==> src/rtl/rail_bank_pkg.sv <==
package rail_bank_pkg;

  // Limits a value to the closed range [lo, hi].
  function automatic logic [31:0] clamp_range(logic [31:0] v, logic [31:0] lo, logic [31:0] hi);
    if (v < lo) return lo;
    if (v > hi) return hi;
    return v;
  endfunction

endpackage

==> src/rtl/strap_latch.sv <==
module strap_latch #(
  parameter int N = 2
) (
  input  logic         clk,
  input  logic         rst,
  input  logic [N-1:0] pins,
  output logic [N-1:0] sel
);

  logic [N-1:0] held;

  always_ff @(posedge clk) begin
    if (rst) held <= pins;
  end

  // During reset the live pins feed the defaults, so that the reset load matches the capture.
  assign sel = rst ? pins : held;

  // the selection never moves once reset has dropped.
  a_r7_strap_frozen: assert property (@(posedge clk) disable iff (rst) $stable(sel));

endmodule

==> src/rtl/rail_code_reg.sv <==
module rail_code_reg
  import rail_bank_pkg::*;
#(
  parameter int CODE_W = 5,
  parameter int DATA_W = 16,
  parameter int LO     = 0,
  parameter int HI     = 31
) (
  input  logic              clk,
  input  logic              rst,
  input  logic              hold,
  input  logic [CODE_W-1:0] def_code,
  input  logic              wr_hit,
  input  logic [DATA_W-1:0] wr_data,
  output logic [CODE_W-1:0] code
);

  logic [CODE_W-1:0] clamped;

  always_comb begin
    clamped = CODE_W'(clamp_range(32'(wr_data), 32'(LO), 32'(HI)));
  end

  always_ff @(posedge clk) begin
    if (rst || !hold)  code <= def_code;
    else if (wr_hit)   code <= clamped;
  end

  // without a write or reload the code holds.
  a_r4_code_hold: assert property (@(posedge clk) disable iff (rst)
    (hold && !wr_hit) |=> $stable(code));

  // hold low restores the power-up code.
  a_r6_code_reload: assert property (@(posedge clk) disable iff (rst)
    !hold |=> code == $past(def_code));

  generate
    if (LO > 0) begin : g_floor
      // an analog code never sits below its floor.
      a_r5_code_floor: assert property (@(posedge clk) disable iff (rst)
        32'(code) >= 32'(LO));
    end
  endgenerate

endmodule

==> src/rtl/rail_enable_reg.sv <==
module rail_enable_reg #(
  parameter int                     NUM_RAILS  = 9,
  parameter logic [NUM_RAILS-1:0]   EN_DEFAULT = '0
) (
  input  logic                 clk,
  input  logic                 rst,
  input  logic                 hold,
  input  logic                 wr_hit,
  input  logic [NUM_RAILS-1:0] wr_bits,
  output logic [NUM_RAILS-1:0] en
);

  always_ff @(posedge clk) begin
    if (rst || !hold) en <= EN_DEFAULT;
    else if (wr_hit)  en <= wr_bits;
  end

  // one write sets every bit at once.
  a_r3_enable_load: assert property (@(posedge clk) disable iff (rst)
    (hold && wr_hit) |=> en == $past(wr_bits));

  // hold low restores the power-up enables.
  a_r6_enable_reload: assert property (@(posedge clk) disable iff (rst)
    !hold |=> en == EN_DEFAULT);

  // no write, no change.
  a_r10_enable_hold: assert property (@(posedge clk) disable iff (rst)
    (hold && !wr_hit) |=> $stable(en));

endmodule

==> src/rtl/regbank_readback.sv <==
module regbank_readback #(
  parameter int NUM_RAILS = 9,
  parameter int CODE_W    = 5,
  parameter int ADDR_W    = 4,
  parameter int DATA_W    = 16
) (
  input  logic                        clk,
  input  logic                        rst,
  input  logic [ADDR_W-1:0]           addr,
  input  logic [NUM_RAILS*CODE_W-1:0] codes,
  input  logic [NUM_RAILS-1:0]        en,
  output logic [DATA_W-1:0]           rd_data
);

  localparam int EN_ADDR = NUM_RAILS;

  logic [DATA_W-1:0] sel;

  always_comb begin
    sel = '0;
    for (int i = 0; i < NUM_RAILS; i++) begin
      if (addr == ADDR_W'(i)) sel = DATA_W'(codes[i*CODE_W +: CODE_W]);
    end
    if (addr == ADDR_W'(EN_ADDR)) sel = DATA_W'(en);
  end

  always_ff @(posedge clk) begin
    if (rst) rd_data <= '0;
    else     rd_data <= sel;
  end

  // unmapped addresses return zero on the next cycle.
  a_r9_unmapped_zero: assert property (@(posedge clk) disable iff (rst)
    (32'(addr) > 32'(EN_ADDR)) |=> rd_data == '0);

  // the enable word reads back one cycle later.
  a_r8_enable_read: assert property (@(posedge clk) disable iff (rst)
    (32'(addr) == 32'(EN_ADDR)) |=> rd_data == DATA_W'($past(en)));

endmodule

==> src/rtl/rail_ctrl_bank.sv <==
module rail_ctrl_bank #(
  parameter int NUM_RAILS    = 9,
  parameter int CODE_W       = 5,
  parameter int ADDR_W       = 4,
  parameter int DATA_W       = 16,
  parameter int ANALOG_LO    = 24,
  parameter int CORE_HI_CODE = 9,
  parameter int CORE_LO_CODE = 0,
  parameter int PAD_HI_CODE  = 25,
  parameter int PAD_LO_CODE  = 9,
  parameter logic [NUM_RAILS-1:0]        ANALOG_MASK = 9'h1F0,
  parameter logic [NUM_RAILS-1:0]        EN_DEFAULT  = 9'h033,
  parameter logic [NUM_RAILS*CODE_W-1:0] DEF_CODES   =
    {5'd30, 5'd30, 5'd30, 5'd30, 5'd30, 5'd21, 5'd29, 5'd0, 5'd0}
) (
  input  logic                        clk,
  input  logic                        rst,
  input  logic                        hold,
  input  logic                        strap_core,
  input  logic                        strap_pad,
  input  logic                        wr_en,
  input  logic [ADDR_W-1:0]           addr,
  input  logic [DATA_W-1:0]           wr_data,
  output logic [DATA_W-1:0]           rd_data,
  output logic [NUM_RAILS-1:0]        rail_en,
  output logic [NUM_RAILS*CODE_W-1:0] rail_code
);

  localparam int CORE_IDX = 0;
  localparam int PAD_IDX  = 1;
  localparam int CODE_MAX = (1 << CODE_W) - 1;
  localparam int EN_ADDR  = NUM_RAILS;

  logic [1:0] strap_sel;

  strap_latch #(.N(2)) u_straps (
    .clk  (clk),
    .rst  (rst),
    .pins ({strap_pad, strap_core}),
    .sel  (strap_sel)
  );

  generate
    for (genvar i = 0; i < NUM_RAILS; i++) begin : g_rail
      logic [CODE_W-1:0] dflt;
      logic              hit;

      if (i == CORE_IDX) begin : g_core
        assign dflt = strap_sel[0] ? CODE_W'(CORE_HI_CODE) : CODE_W'(CORE_LO_CODE);
      end else if (i == PAD_IDX) begin : g_pad
        assign dflt = strap_sel[1] ? CODE_W'(PAD_HI_CODE) : CODE_W'(PAD_LO_CODE);
      end else begin : g_fixed
        assign dflt = DEF_CODES[i*CODE_W +: CODE_W];
      end

      assign hit = wr_en && (addr == ADDR_W'(i));

      rail_code_reg #(
        .CODE_W (CODE_W),
        .DATA_W (DATA_W),
        .LO     (ANALOG_MASK[i] ? ANALOG_LO : 0),
        .HI     (CODE_MAX)
      ) u_code (
        .clk      (clk),
        .rst      (rst),
        .hold     (hold),
        .def_code (dflt),
        .wr_hit   (hit),
        .wr_data  (wr_data),
        .code     (rail_code[i*CODE_W +: CODE_W])
      );
    end
  endgenerate

  rail_enable_reg #(
    .NUM_RAILS  (NUM_RAILS),
    .EN_DEFAULT (EN_DEFAULT)
  ) u_enable (
    .clk     (clk),
    .rst     (rst),
    .hold    (hold),
    .wr_hit  (wr_en && (addr == ADDR_W'(EN_ADDR))),
    .wr_bits (wr_data[NUM_RAILS-1:0]),
    .en      (rail_en)
  );

  regbank_readback #(
    .NUM_RAILS (NUM_RAILS),
    .CODE_W    (CODE_W),
    .ADDR_W    (ADDR_W),
    .DATA_W    (DATA_W)
  ) u_read (
    .clk     (clk),
    .rst     (rst),
    .addr    (addr),
    .codes   (rail_code),
    .en      (rail_en),
    .rd_data (rd_data)
  );

  // a write to an unmapped address leaves every output alone.
  a_r9_unmapped_write: assert property (@(posedge clk) disable iff (rst)
    (hold && (32'(addr) > 32'(EN_ADDR))) |=> ($stable(rail_code) && $stable(rail_en)));

endmodule

==> config.mk <==
export PLATFORM = sky130hd
export DESIGN_NAME = rail_ctrl_bank
export DESIGN_NICKNAME = d
export VERILOG_FILES = /design/src/rtl/rail_bank_pkg.sv /design/src/rtl/strap_latch.sv /design/src/rtl/rail_code_reg.sv /design/src/rtl/rail_enable_reg.sv /design/src/rtl/regbank_readback.sv /design/src/rtl/rail_ctrl_bank.sv
export SDC_FILE = /design/constraint.sdc
export NUM_CORES = 1
export LEC_CHECK = 0
export BUFFER_PORTS_ARGS = -buffer_cell sky130_fd_sc_hd__buf_2
export CAP_MARGIN = 5
export CORE_ASPECT_RATIO = 0.6
export CORE_MARGIN = 3
export CORE_UTILIZATION = 49
export CTS_CLUSTER_SIZE = 8
export DETAILED_ROUTE_END_ITERATION = 8
export GPL_ROUTABILITY_DRIVEN = 0
export PLACE_DENSITY_LB_ADDON = 0.2
export SYNTH_ARGS = -nofsm -noshare
export SYNTH_HDL_FRONTEND = slang
export SYNTH_SLANG_ARGS = --single-unit
==> constraint.sdc <==
create_clock -name clk -period 2.4 [get_ports clk]
set_input_delay 0.36 -clock clk [delete_from_list [all_inputs] [get_ports clk]]
set_output_delay 0.36 -clock clk [all_outputs]
set_load 0.01 [all_outputs]
### Word level (Yosys, flattened, before mapping)

Cells that the tools add are included.

* eq/ne operators: 9
* multiplexer cells: 26
* $lt $le $gt $ge: 2
* reduce and logical (&&, ||, !) cells: 16

Operators with widths (number)
* 5-bit two-way mux: 20
* 4-bit by 3-bit equality test with 1-bit output (second input constant): 4
* 16-bit by 5-bit > comparator with 1-bit output (second input constant): 1
* 16-bit by 5-bit < comparator with 1-bit output (second input constant): 1
* 1-bit logical AND: 10
* 10-bit OR reduction: 1
* 9-bit two-way mux: 1
* 4-bit by 2-bit equality test with 1-bit output (second input constant): 2
* 4-bit equality test (second input constant): 2
* 4-bit by 1-bit equality test with 1-bit output (second input constant): 1
* 4-bit logical NOT: 1
* 4-bit two-way mux: 1
* 2-bit nonzero test: 2
* 1-bit two-way mux: 3
* 2-bit two-way mux: 1
* 1-bit logical NOT: 1
* 1-bit logical OR: 1

* logic and storage cells: 66
* output and inout bits: 70
* input bits: 26
* register bits: 72

### Logic depth before layout (Yosys ltp)

* depth in word-level cells: 11
* mapped depth: 7
* gate-level depth less buffers: 4

### By module

From an unflattened synthesis, not the netlist that was laid out.

* cells, all modules: 343
* area total of the unflattened synthesis: 3667.3 um2

Modules (own cells, without submodules)
* rail_code_reg (g_rail[4].u_code ...): instances 5, area each 249.0 um2, cells an instance 23, seq. area each 150.1 um2
* rail_code_reg (g_rail[0].u_code ...): instances 4, area each 251.5 um2, cells an instance 16, seq. area each 150.1 um2
* regbank_readback: instances 1, area each 932.1 um2, cells an instance 112, seq. area each 180.2 um2
* rail_enable_reg: instances 1, area each 327.8 um2, cells an instance 30, seq. area each 180.2 um2
* rail_ctrl_bank: instances 1, area each 93.8 um2, cells an instance 18, seq. area each 0.0 um2
* strap_latch: instances 1, area each 62.6 um2, cells an instance 4, seq. area each 40.0 um2

### Worst setup path before layout

No wires, ideal clock.

* path type: input to register
* start: input port addr[2]
* end: register g_rail[0].u_code.code[0], enable pin
* setup time: 376 ps
* slack: 550 ps
* arrival time: 1474 ps
* buffers on the path: 2
* data required time: 2024 ps
* stages: 4
* path through: buf_6 > or3b_1 > buf_6 > o31ai_1

* word-level cells in the longest chain between the ends: 3

Ends and longest elaborated chain
* start: declaration: line rail_ctrl_bank.sv:22 `input logic [ADDR_W-1:0] addr,`
* 4-bit logical NOT: line rail_ctrl_bank.sv:56 `assign hit = wr_en && (addr == ADDR_W'(i));`
* 1-bit logical AND: line rail_ctrl_bank.sv:56
* 2-bit nonzero test (no line)
* end signal: assignment: line rail_code_reg.sv:25 `if (rst || !hold) code <= def_code;`
* end signal: assignment: line rail_code_reg.sv:26 `else if (wr_hit) code <= clamped;`
* end: declaration: line rail_code_reg.sv:15 `output logic [CODE_W-1:0] code`

Every way passes these cells.
A chain may end at the register's enable or synchronous reset.

### Worst setup path in the final report

* start: input port wr_data[8]
* end: register g_rail[4].u_code.code[2]

* word-level cells in the longest chain between the ends: 5
* elaborated cells on any way between the ends: 8
* those cells by class: order compare (2); mux (6)

Ends and longest elaborated chain
* start: declaration: line rail_ctrl_bank.sv:23 `input logic [DATA_W-1:0] wr_data,`
* 16-bit by 5-bit > comparator with 1-bit output: line rail_bank_pkg.sv:6 `if (v > hi) return hi;`
* 1-bit two-way mux (2 in a row): line rail_bank_pkg.sv:6
* 5-bit two-way mux: line rail_bank_pkg.sv:7 `return v;`
* 5-bit two-way mux (*): line rail_bank_pkg.sv:6
* end signal: assignment: line rail_code_reg.sv:25
* end signal: assignment: line rail_code_reg.sv:26
* end: declaration: line rail_code_reg.sv:15

Mark *: on every way between the ends. The rest lies on a longest branch, timed or not. The select of a mux whose other input is x is not followed.

==> run summary <==
Initial DRC Count: 255
CP Launch Type: input pin
Met2 usage: 33.9%
Fin util: 62.7%
H-tree Lvls: 3
Setup bufs post-CTS: 0
Top Ports: 96
Largest net degree at the start of global routing: 31
Synth cell types: 45
Tot GR Track Use: 24.1%
Critical Path End Type: flop
Mapped Area: 2970 um^2
Post-synthesis sequential area ratio: 47.2%
Input/output buffers: 88
Layout cell share with drive strength beyond 1: 32.0%
IR drop worst, VDD: 0.326 mV
# DRC: 0
RSZ-0062 raised after global routing: no
CTS max path bufs: 2
Relative slew slack: 54.1%
Initial antenna violation count: 0
Final HPWL from detailed placement: 6160 um
Post-Route Skew: 0.00540 ns
Vias: 2725
CTS tree: done
CTS buffer count: 9
Final ANT Viol Nets: 0
CP max FO: 12
Final hold vios: 0
Grt ovf: 0
Post-route clock period utilization: 70.7%
Pre-antenna DRT Iters: 5
Leakage: 1.52 nW
R2R Path Start: g_rail[1].u_code.code[4]
Initial Util: 52.1%
Layout Cells excl Fill: 477
Post-synth ARST share: 0%
First-pass GRT wire length: 12900 um
Root Buffer: clkbuf_8
Post-synth EDFFs: 10
Reg2reg setup slack: 1.16 ns
Worst Setup SP: wr_data[8]
Critical setup path kind: input pin to flop
Hold buffers post-CTS: 0
GR Util met1: 34.9%
Vias in the first global route: 2469
Final Max Tran Viols: 0
Skew-Pair Late Insertion Delay: 0.34 ns
Mapped Cells: 309
Dpl cells: 461
Commonest cells in the netlist: dfxtp_1 (55), a21oi_1 (24), a31oi_1 (22)
Pwr dens: 608 nW/um^2
Seq cells post-synth: 65
Cell count of the worst reg-to-reg path: 4
Routed wire length: 8220 um
Worst Setup EP: g_rail[4].u_code.code[2]
Via density: 5.71
Busiest layer in global routing: met1
CP arrival: 1.89 ns
TNS Setup: 0 ns
Synthesis Warnings: 0
Most numerous cell in the Yosys netlist: dfxtp_1
Largest cells by area after synthesis: dfxtp_1 (37%), edfxtp_1 (10%), a31oi_1 (4.6%)
Worst flop-to-flop path endpoint: u_read.rd_data[4]
Clk sinks: 65
Met3 usage: 8.00%
Final nets: 418
Post-synth top area cell: dfxtp_1
Number of max-cap violations: 0
Cell Rows: 21
Avg Cell Area, Syn: 9.61 um^2
Hold path cells: 3
Critical Path RT: 2.60 ns
WL per Instance: 17.2 um
Status: finished, final reports clean
Worst hold path type: input pin to flop
Layout Area Growth over Synthesis: 20.4%
Fmax: 589 MHz
Die Y: 66.3 um
Actual slew at the worst max-slew pin: 0.687 ns
Core area: 5700 um^2
Reg clk slew, reported paths: 0.07 ns
Die width: 106 um
Crit path time final: 1.70 ns
Ant. Diodes: 0
Synth top area share: 37.1%
Final setup violation count: 0
Post-cts sizing count: 0
Most used flip-flop cell after synthesis: dfxtp_1
Die area: 7060 um^2
-- layer usage --
| metal | share of wire (%) | up-vias | wire length [um] |
|---|---|---|---|
| met5 | 0 | - | 0 |
| met4 | 1.0 | 0 | 85 |
| met3 | 10 | 10 | 842 |
| met2 | 43 | 128 | 3520 |
| met1 | 46 | 1295 | 3770 |
| li1 | - | 1292 | - |
-- how the worst min path moves through the flow --
| stage | from | end |
|---|---|---|
| 2_1_floorplan | u_straps.held[0] | u_straps.held[0] |
| 3_3_place_gp | g_rail[8].u_code.code[4] | g_rail[8].u_code.code[4] |
| 3_5_place_dp | g_rail[8].u_code.code[4] | g_rail[8].u_code.code[4] |
| 4_1_cts | wr_data[5] | u_enable.en[5] |
| 5_1_grt | wr_data[7] | u_enable.en[7] |
| 6_report | wr_data[5] | u_enable.en[5] |
-- sequential cells by signal (all words and copies together), names as in the netlist --
| signal | count |
|---|---|
| g_rail.u_code.code | 45 |
| u_straps.held | 2 |
| u_read.rd_data | 9 |
| u_enable.en | 9 |
-- worst max-delay path, cell delays in order --
cell,delay (ns)
buf_2,0.10
nor4_1,0.28
nand3_1,0.43
a31oi_1,0.55
a31oi_1,0.18
-- report_power, final --
part	total, W	switching, W	internal (W)
sequential	0.00115	0.0000133	0.00114
combinational	0.000232	0.000147	0.0000847
clock	0.000794	0.000395	0.000399
total	0.00218	0.000556	0.00162
-- through the flow --
step           hold WS (ns)  total power, W  cell area (um^2)  setup slack [ns]
4_1_cts               0.265         0.00219              3580             0.739
3_5_place_dp          0.462         0.00140              3410             0.366
2_1_floorplan         0.433         0.00132              2990             0.550
5_1_grt               0.284         0.00226              3580             0.534
3_3_place_gp          0.451         0.00140              3410             0.404
6_report              0.274         0.00218              3580             0.703
-- final cells by class --
cell class	instances	area [um^2]
flip-flops and latches	65	1400
well taps	80	100
clock inverters	3	16.3
multi-input cells	205	1350
inverters	15	56.3
clock buffers	13	149
repair buffers	96	500
fillers	520	2130
-- cell families (layout without fill, tap and decap cells) --
kind of cell | Yosys count | after routing | synth area share [%]
simple gates | 107 | 107 | 23.1
compound gates | 79 | 79 | 17.2
flops | 65 | 65 | 47.2
buf+inv | 45 | 127 | 8.30
mux | 12 | 12 | 4.13
other cells | 1 | 7 | 0.126
-- cells in the final DEF (no fill, tap or decap), types with 12 or more instances in the layout --
| cell | synthesis | final |
|---|---|---|
| or3_1 | 12 | 12 |
| nand3_1 | 14 | 14 |
| inv_1 | 15 | 15 |
| o21ai_1 | 13 | 13 |
| nor3_1 | 16 | 16 |
| dfxtp_1 | 55 | 55 |
| a31oi_1 | 22 | 22 |
| a21oi_1 | 24 | 24 |
| nor2_1 | 13 | 13 |
| buf_2 | 8 | 88 |
Note: power is estimated with default switching activity, not from simulation.
